==> config.mk <==
export PLATFORM = sky130hd
export DESIGN_NAME = sar_seq
export DESIGN_NICKNAME = d
export VERILOG_FILES = /design/src/rtl/sar_seq_pkg.sv /design/src/rtl/sar_clk_div.sv /design/src/rtl/sar_frame_ctl.sv /design/src/rtl/sar_approx.sv /design/src/rtl/sar_seq.sv
export SDC_FILE = /design/constraint.sdc
export NUM_CORES = 1
export LEC_CHECK = 0
export CAP_MARGIN = 20
export CORE_MARGIN = 2
export CORE_UTILIZATION = 51
export CTS_BUF_LIST = sky130_fd_sc_hd__clkbuf_16
export CTS_CLUSTER_SIZE = 14
export DETAILED_ROUTE_END_ITERATION = 10
export PLACE_DENSITY_LB_ADDON = 0.2
export SLEW_MARGIN = 15
export SYNTH_ARGS = -nofsm -noshare
export SYNTH_HDL_FRONTEND = slang
export SYNTH_SLANG_ARGS = --single-unit
==> constraint.sdc <==
create_clock -name clk_i -period 2.4 [get_ports clk_i]
set_input_delay 0.24 -clock clk_i [delete_from_list [all_inputs] [get_ports clk_i]]
set_output_delay 0.24 -clock clk_i [all_outputs]
set_load 0.02 [all_outputs]
==> src/rtl/sar_seq_pkg.sv <==
package sar_seq_pkg;
  localparam int REG_W = 8;
  localparam int START_BIT = 6;
  localparam logic [2:0] RES_CODE_12 = 3'b100;
  localparam logic [REG_W-1:0] MODE_RST = 8'h80;

  typedef enum logic [1:0] {
    PH_IDLE,
    PH_ACQ,
    PH_DEC,
    PH_TAIL
  } phase_e;
endpackage

==> src/rtl/sar_clk_div.sv <==
module sar_clk_div #(
  parameter int SEL_W = 3,
  localparam int CNT_W = (1 << SEL_W) - 1
) (
  input  logic             clk_i,
  input  logic             rst_ni,
  input  logic             clr_i,
  input  logic             run_i,
  input  logic [SEL_W-1:0] sel_i,
  output logic             tick_o
);
  logic [CNT_W-1:0] cnt_q, lim;

  always_comb lim = CNT_W'((32'd1 << sel_i) - 32'd1);
  assign tick_o = run_i && (cnt_q == lim);

  always_ff @(posedge clk_i or negedge rst_ni) begin
    if (!rst_ni)                    cnt_q <= '0;
    else if (clr_i || !run_i || tick_o) cnt_q <= '0;
    else                            cnt_q <= cnt_q + 1'b1;
  end
endmodule

==> src/rtl/sar_frame_ctl.sv <==
module sar_frame_ctl #(
  parameter int FRAME_LEN = 17,
  localparam int STEP_W = $clog2(FRAME_LEN)
) (
  input  logic              clk_i,
  input  logic              rst_ni,
  input  logic              start_i,
  input  logic              tick_i,
  output logic              busy_o,
  output logic [STEP_W-1:0] step_o
);
  localparam logic [STEP_W-1:0] ST_LAST = STEP_W'(FRAME_LEN - 1);
  logic busy_q;
  logic [STEP_W-1:0] step_q;

  always_ff @(posedge clk_i or negedge rst_ni) begin
    if (!rst_ni) begin
      busy_q <= 1'b0;
      step_q <= '0;
    end else if (start_i) begin
      busy_q <= 1'b1;
      step_q <= '0;
    end else if (busy_q && tick_i) begin
      if (step_q == ST_LAST) begin
        busy_q <= 1'b0;
        step_q <= '0;
      end else begin
        step_q <= step_q + 1'b1;
      end
    end
  end

  assign busy_o = busy_q;
  assign step_o = step_q;
endmodule

==> src/rtl/sar_approx.sv <==
module sar_approx #(
  parameter int RES_W = 12,
  localparam int BIT_W = $clog2(RES_W)
) (
  input  logic             clk_i,
  input  logic             rst_ni,
  input  logic             start_i,
  input  logic             tick_i,
  input  logic             decide_i,
  input  logic             latch_i,
  input  logic [BIT_W-1:0] bit_idx_i,
  input  logic             cmp_i,
  output logic [RES_W-1:0] trial_o,
  output logic [RES_W-1:0] result_o
);
  logic [RES_W-1:0] approx_q, result_q;

  always_ff @(posedge clk_i or negedge rst_ni) begin
    if (!rst_ni)                 approx_q <= '0;
    else if (start_i)            approx_q <= '0;
    else if (decide_i && tick_i) approx_q[bit_idx_i] <= cmp_i;
  end

  always_ff @(posedge clk_i or negedge rst_ni) begin
    if (!rst_ni)                result_q <= '0;
    else if (latch_i && tick_i) result_q <= approx_q;
  end

  // trial bit set on top of the bits already resolved
  for (genvar b = 0; b < RES_W; b++) begin : g_trial
    assign trial_o[b] = approx_q[b] | (decide_i && (bit_idx_i == BIT_W'(b)));
  end

  assign result_o = result_q;
endmodule

==> src/rtl/sar_seq.sv <==
module sar_seq
  import sar_seq_pkg::*;
#(
  parameter int RES_W  = 12,
  parameter int NUM_CH = 10,
  parameter int CH_W   = 4,
  parameter int SEL_W  = 3
) (
  input  logic             clk_i,
  input  logic             rst_ni,
  input  logic             mode_wr_i,
  input  logic [7:0]       mode_wdata_i,
  output logic [7:0]       mode_rdata_o,
  input  logic             ctrl_wr_i,
  input  logic [7:0]       ctrl_wdata_i,
  output logic [7:0]       ctrl_rdata_o,
  output logic             sample_o,
  output logic [CH_W-1:0]  chan_sel_o,
  output logic [RES_W-1:0] dac_code_o,
  input  logic             cmp_i,
  output logic [RES_W-1:0] result_o
);
  localparam int DEC_FIRST = 2;
  localparam int DEC_LAST  = DEC_FIRST + RES_W - 1;
  localparam int LATCH_ST  = DEC_LAST + 1;
  localparam int FRAME_LEN = LATCH_ST + 3;
  localparam int STEP_W    = $clog2(FRAME_LEN);
  localparam int BIT_W     = $clog2(RES_W);
  localparam logic [STEP_W-1:0] ST_ACQ   = STEP_W'(1);
  localparam logic [STEP_W-1:0] ST_DEC0  = STEP_W'(DEC_FIRST);
  localparam logic [STEP_W-1:0] ST_DECN  = STEP_W'(DEC_LAST);
  localparam logic [STEP_W-1:0] ST_LATCH = STEP_W'(LATCH_ST);

  logic [7:0]        mode_q;
  logic [6:0]        ctrl_q;
  logic [SEL_W-1:0]  div_q;
  logic [CH_W-1:0]   ch_q;
  logic              start_req, start_ok, busy, tick;
  logic [STEP_W-1:0] step;
  logic [BIT_W-1:0]  bit_idx;
  phase_e            phase;

  assign start_req = ctrl_wr_i && ctrl_wdata_i[START_BIT];
  assign start_ok  = start_req && !busy && (mode_q[7:5] == RES_CODE_12);

  always_ff @(posedge clk_i or negedge rst_ni) begin
    if (!rst_ni)        mode_q <= MODE_RST;
    else if (mode_wr_i) mode_q <= mode_wdata_i;
  end

  always_ff @(posedge clk_i or negedge rst_ni) begin
    if (!rst_ni)        ctrl_q <= '0;
    else if (ctrl_wr_i) ctrl_q <= {ctrl_wdata_i[7], ctrl_wdata_i[5:0]};
  end

  // settings frozen for the whole frame
  always_ff @(posedge clk_i or negedge rst_ni) begin
    if (!rst_ni) begin
      div_q <= '0;
      ch_q  <= '0;
    end else if (start_ok) begin
      div_q <= mode_q[SEL_W-1:0];
      ch_q  <= (int'(ctrl_wdata_i[CH_W-1:0]) < NUM_CH) ? ctrl_wdata_i[CH_W-1:0] : '0;
    end
  end

  sar_clk_div #(.SEL_W(SEL_W)) i_div (
    .clk_i (clk_i),
    .rst_ni(rst_ni),
    .clr_i (start_ok),
    .run_i (busy),
    .sel_i (div_q),
    .tick_o(tick)
  );

  sar_frame_ctl #(.FRAME_LEN(FRAME_LEN)) i_frame (
    .clk_i  (clk_i),
    .rst_ni (rst_ni),
    .start_i(start_ok),
    .tick_i (tick),
    .busy_o (busy),
    .step_o (step)
  );

  always_comb begin
    if (!busy)                                phase = PH_IDLE;
    else if (step == ST_ACQ)                  phase = PH_ACQ;
    else if (step >= ST_DEC0 && step <= ST_DECN) phase = PH_DEC;
    else                                      phase = PH_TAIL;
  end

  always_comb bit_idx = BIT_W'(DEC_LAST - int'(step));

  sar_approx #(.RES_W(RES_W)) i_approx (
    .clk_i    (clk_i),
    .rst_ni   (rst_ni),
    .start_i  (start_ok),
    .tick_i   (tick),
    .decide_i (phase == PH_DEC),
    .latch_i  (busy && (step == ST_LATCH)),
    .bit_idx_i(bit_idx),
    .cmp_i    (cmp_i),
    .trial_o  (dac_code_o),
    .result_o (result_o)
  );

  assign sample_o     = (phase == PH_ACQ);
  assign chan_sel_o   = ch_q;
  assign mode_rdata_o = mode_q;
  assign ctrl_rdata_o = {ctrl_q[6], ~busy, ctrl_q[5:0]};
endmodule

* Word-level counts from Yosys, hierarchy flattened *
Index checks and enable logic that the tools add are counted.

word-level totals
  bits in registers = 59
  output and inout port bits = 45
  logic and storage cells = 96

cells by class
  add/sub/neg operators = 4
  order comparisons = 5
  equal/unequal tests = 18
  shift-type cells = 1
  muxes and demuxes = 16
  bitwise gates (word level) = 13
  reduce and logical (&&, ||, !) cells = 30

operators with widths
  cell                                                 count
  2-to-1 mux 12 bit                                    2
  logical AND 1 bit                                    22
  == test 4 x 3 -> 1 bit, second input constant        4
  == test 4 bit, second input constant                 4
  2-to-1 mux 5 bit                                     3
  bitwise mux 12 bit                                   1
  OR 1 bit                                             12
  == test 4 x 2 -> 1 bit, second input constant        2
  adder 7 x 1 -> 7 bit, second input constant          1
  == test 7 bit                                        1
  2-to-1 mux 7 bit                                     1
  left shift 1 x 3 -> 7 bit, first input constant      1
  subtractor 7 x 1 -> 7 bit, second input constant     1
  nonzero test 2 bit                                   3
  adder 5 x 1 -> 5 bit, second input constant          1
  == test 5 x 1 -> 1 bit, second input constant        1
  == test 5 x 4 -> 1 bit, second input constant        1
  == test 5 bit, second input constant                 1
  >= comparator 5 x 2 -> 1 bit, second input constant  1
  <= comparator 5 x 4 -> 1 bit, second input constant  1
  < comparator 4 x 5 -> 1 bit, second input constant   1
  2-to-1 mux 1 bit                                     5
  demux 1 bit (select 4 bit)                           1
  == test 4 x 1 -> 1 bit, second input constant        1
  other kinds (13)                                     15

* Logic depth before layout (Yosys ltp) *
  word-level depth = 9
  gate-level depth with buffers = 8

* By module *
From an unflattened synthesis, not the netlist that was laid out.

unflattened totals
  cells, all modules = 277
  area total of the unflattened synthesis = 3109.2 um^2

by module, submodules not included
  module         times used  cells an instance  area an instance (um^2)
  sar_approx     1           112                1224.9
  sar_seq        1           78                 1037.2
  sar_clk_div    1           53                 516.7
  sar_frame_ctl  1           34                 330.3

* Worst setup path after synthesis *
Ideal clock, no wire load.

  kind = register to output
  start point = reg i_frame.step_q[1], in the netlist i_frame.step_o[1]
  end point = out dac_code_o[10]
  arrival = 2.050 ns
  required time = 2.160 ns
  path slack = 0.110 ns
  cell stages (with the launch flop) = 8
  path buffers = 1
  cell sequence = dfrtp_1 inv_1 ha_1 clkbuf_1 a21bo_2 o221ai_1 nor3_1 a21o_1

between the ends
  word-level cells in the longest chain between the ends = 8
  elaborated cells between the ends (all ways) = 12
  those cells by class = 1 x add/sub; 2 x order compare; 3 x eq/ne; 3 x mux; 1 x bitwise; 2 x reduce/logical

RTL lines
  what                                                                          line                 text
  start, declared                                                               sar_frame_ctl.sv:14  logic [STEP_W-1:0] step_q;
  start signal, assigned                                                        sar_frame_ctl.sv:28  step_q <= step_q + 1'b1;
  >= comparator 5 x 2 -> 1 bit or <= comparator 5 x 4 -> 1 bit (tied branches)  sar_seq.sv:88        else if (step >= ST_DEC0 && step <= ST_DECN) phase = PH_DEC;
  logical AND 1 bit                                                             sar_seq.sv:88
  2-to-1 mux 1 bit                                                              sar_seq.sv:88
  2-to-1 mux 2 bit                                                              sar_seq.sv:87        else if (step == ST_ACQ) phase = PH_ACQ;
  2-to-1 mux 2 bit                                                              sar_seq.sv:86        if (!busy) phase = PH_IDLE;
  == test 2 bit                                                                 sar_seq.sv:99        .decide_i (phase == PH_DEC),
  logical AND 1 bit *                                                           sar_approx.sv:31     assign trial_o[b] = approx_q[b] | (decide_i && (bit_idx_i == BIT_W'(b)));
  OR 1 bit *                                                                    sar_approx.sv:31
  end, declared                                                                 sar_seq.sv:19        output logic [RES_W-1:0] dac_code_o,

Mark *: on every way between the ends. The rest lies on a longest branch, timed or not.

* Worst setup path in the final report *
  start point = reg i_frame.step_q[1], in the netlist i_frame.step_o[1]
  end point = out dac_code_o[1]

Same word-level chain as after synthesis.

==> flow_metrics.py <==
metrics = {
    "setup_path": {
        "path_delay_family": "buffers and inverters",
        "worst-path-buf-inv": 4,
        "cp.arrival_ps": 2310,
        "cp.depth": 9,
        "cp_max_fo": 4,
        "crit_path_cell_trace": "inv_2, ha_2, a21oi_2, o221ai_4, buf_6, nor4b_4, buf_4, a21o_1, buf_6",
        "path_class": "reg -> out",
        "path_common_cell": "buf_6",
        "end_kind": "primary output",
        "cp.required_ps": 2160,
        "cpMaxStageDelayCell": "dfrtp_1",
        "r2r_cells": 10,
        "cp_slowest_stage_delay_ps": 410,
        "worstSetupStartpointType": "register",
    },
    "sta": {
        "maxSlewHeadroom_pct": 66.8,
        "drv_slew": 0,
        "fin_ws_ps": -151,
        "setup_viol_count_final": 7,
        "timing.fmax_mhz": 392,
        "worstMarginPinSlew_ps": 498,
        "period_share_pct": 106,
        "finalHoldViolCount": 0,
        "finClkSkew_ps": 10.9,
        "setup_tns_ps": -551,
        "rsz0062_at_grt": "true",
        "period_minus_slack_ps": 2550,
    },
    "grt": {
        "grt_pass1_vias": 2631,
        "grt_usage_pct": 26.9,
        "antenna_found_initial": 0,
        "grt_pass1_wl_microns": 13200,
        "grt_max_degree": 24,
        "grt_overflow": 0,
    },
    "detailed_routing": {
        "viasPerCell": 5.78,
        "drc": 0,
        "vias": 2578,
        "wl_met3_microns": 561,
        "wl_met2_microns": 4210,
        "drt-met1-wl_microns": 3430,
        "dr.pass1.iters": 4,
        "routedWlPerCell_microns": 18.6,
        "highest_layer": "met4",
        "ant_nets": 0,
        "wl_microns": 8300,
        "drt-initial-drc-count": 312,
    },
    "synth": {
        "avgSynthCellArea_sq_um": 11.1,
        "yosys.area.top_type": "dfrtp_1",
        "synth_top_cell_area_share_pct": 48.2,
        "syn_area_sq_um": 3010,
        "postSynthNetCount": 302,
        "synth-edff-count": 0,
        "yosys_warnings": 0,
        "yosys_most_used_dff": "dfrtp_1",
        "synth_cells": 272,
        "synth_area_leaders": "dfrtp_1 48%, mux2_2 6.4%, mux2_4 5.0%, nand2_1 4.5%, mux2i_1 4.3%",
        "yosysSeqAreaShare_pct": 49.0,
        "ys_seq_elements": 59,
        "ys_types": 43,
        "async_flop_share_pct": 100,
    },
    "power_and_ir_drop": {
        "p_sw_mw": 1.35,
        "max-vdd-ir-drop_mv": 0.587,
        "p_clk_share_pct": 28.3,
        "powerDensity_nw_per_um2": 895,
        "p_int_mw": 2.53,
        "power_mw": 3.88,
        "combinationalPowerShare_pct": 39.1,
        "seqPwrFrac_pct": 32.7,
        "swShare_pct": 34.8,
        "p_leak_nw": 2.13,
    },
    "cells_and_area": {
        "antenna_cells": 0,
        "area_delta_synth_final_pct": 43.9,
        "nets": 399,
        "nFillCells": 371,
        "final_common_cell": "dfrtp_1",
        "layout_common_cells": "57 x dfrtp_1, 51 x clkdlybuf4s50_1, 36 x nand2_1",
        "drive_gt1_share_pct": 29.9,
    },
    "die": {
        "die_h_microns": 80.9,
        "initial_core_util_pct": 53.7,
        "core_area_sq_um": 5610,
        "design.die.area_sq_um": 6540,
        "std_cell_rows": 27,
        "die-width_microns": 80.9,
        "io_pins": 66,
    },
    "placed_design": {
        "numPortBuffers": 65,
        "gp_congestion": 0.892,
        "dp_hpwl_microns": 5210,
    },
    "clocking": {
        "cts_buffer_depth": 2,
        "cts_tree": "built",
        "cts_buffers": 9,
        "clkTransAtPathRegs_ps": 60,
        "clk_latency_ps": 320,
        "cts_sinks": 59,
        "root_buffer": "clkbuf_16",
        "h-tree-depth": 3,
    },
    "run_status": {
        "outcome": "complete, but fails checks",
        "violations": "negative setup slack",
    },
    "flow_run": {
        "max_cap_viol_count": 0,
    },
    "worst_hold_path": {
        "hp-class": "in -> async",
    },
}
area by class of cell:
cell class                 instances  area [sq um]  share of cell area (%)
timing repair buffer             105           977                    22.5
sequential                        59          1480                    34.1
multi-input combinational        188          1510                    34.9
clock inverter                     7          28.8                   0.663
clock buffer                       9           225                    5.19
tap                               72          90.1                    2.08
inverter                           6          25.0                   0.577
metal layers:
layer | track usage (%) | vias to the layer above
li1 | - | 1167
met1 | 34.3 | 1303
met2 | 44.5 | 100
met3 | 5.78 | 8
met4 | 11.4 | 0
met5 | 0 | -
synthesized netlist by cell type (all sizes together) (2+ instances only):
library cell	instances
dfrtp	58
nand2	36
mux2	27
a21o	13
clkbuf	13
mux2i	13
nand3	13
nand4	13
ha	9
nor2	7
nor3	7
buf	6
inv	6
nand2b	6
xnor2	6
and3	5
o21ai	5
a21oi	4
a2111oi	2
and2	2
or3b	2
xor2	2
stage by stage:
stage / worst slack, ps / hold WS, ps / util [%] / instances / instance area (sq um)
detailed placement: -464 / 212 / 69.0 / 417 / 3870
global placement: -423 / 210 / 69.0 / 417 / 3870
floorplan: 110 / -55.6 / - / 272 / 3010
CTS: -67.4 / 410 / 76.3 / 443 / 4280
global route: -211 / 455 / 77.4 / 446 / 4340
finish: -151 / 414 / 77.4 / 446 / 4340
power by group through the flow:
stage | combinational (mW) | sequential [mW] | clock [mW]
after floorplan | 0.637 | 1.29 | 0
after global placement | 1.19 | 1.26 | 0
after detailed placement | 1.22 | 1.27 | 0
after CTS | 1.37 | 1.26 | 1.11
after global routing | 1.61 | 1.29 | 1.15
final | 1.52 | 1.27 | 1.10
registers in the layout (all words and copies together), names as in the netlist:
signal,cells
i_div.cnt_q,7
chan_sel_o,4
i_frame.busy_o,1
ctrl_q,7
i_frame.step_o,5
div_q,3
i_approx.approx_q,12
i_approx.result_o,12
mode_rdata_o,8
repair_timing:
action                                  4_1_cts  5_1_grt
hold buffers                                  1        0
buffers inserted                              9        4
endpoints found under the setup margin       14       14
endpoints found under the hold margin        18        0
pin swaps                                     6        4
resized for setup                            79       14
logic make-up (layout without fill, tap and decap cells):
family | Yosys count | in the layout | share of synthesized area (%)
AOI/OAI and AO/OA | 34 | 34 | 8.88
xor gates and xnor gates | 8 | 8 | 2.32
adders and majority gates | 9 | 9 | 3.74
buffers and inverters | 25 | 127 | 3.57
DFF | 59 | 59 | 49.0
muxes | 40 | 40 | 15.6
and+or+nand+nor | 97 | 97 | 16.8
worst paths after layout:
kind | start | end | slack (ps)
max | i_frame.step_o[1] | dac_code_o[1] | -150
min | rst_ni | i_approx.result_o[3] | 410
max reg2reg | i_frame.step_o[1] | i_approx.approx_q[3] | 130
min reg2reg | chan_sel_o[0] | chan_sel_o[0] | 470
max in group asynchronous | rst_ni | i_frame.step_o[2] | 1250
min in group clk_i | chan_sel_o[0] | chan_sel_o[0] | 470
No activity file was read; power rests on OpenSTA's default activity.
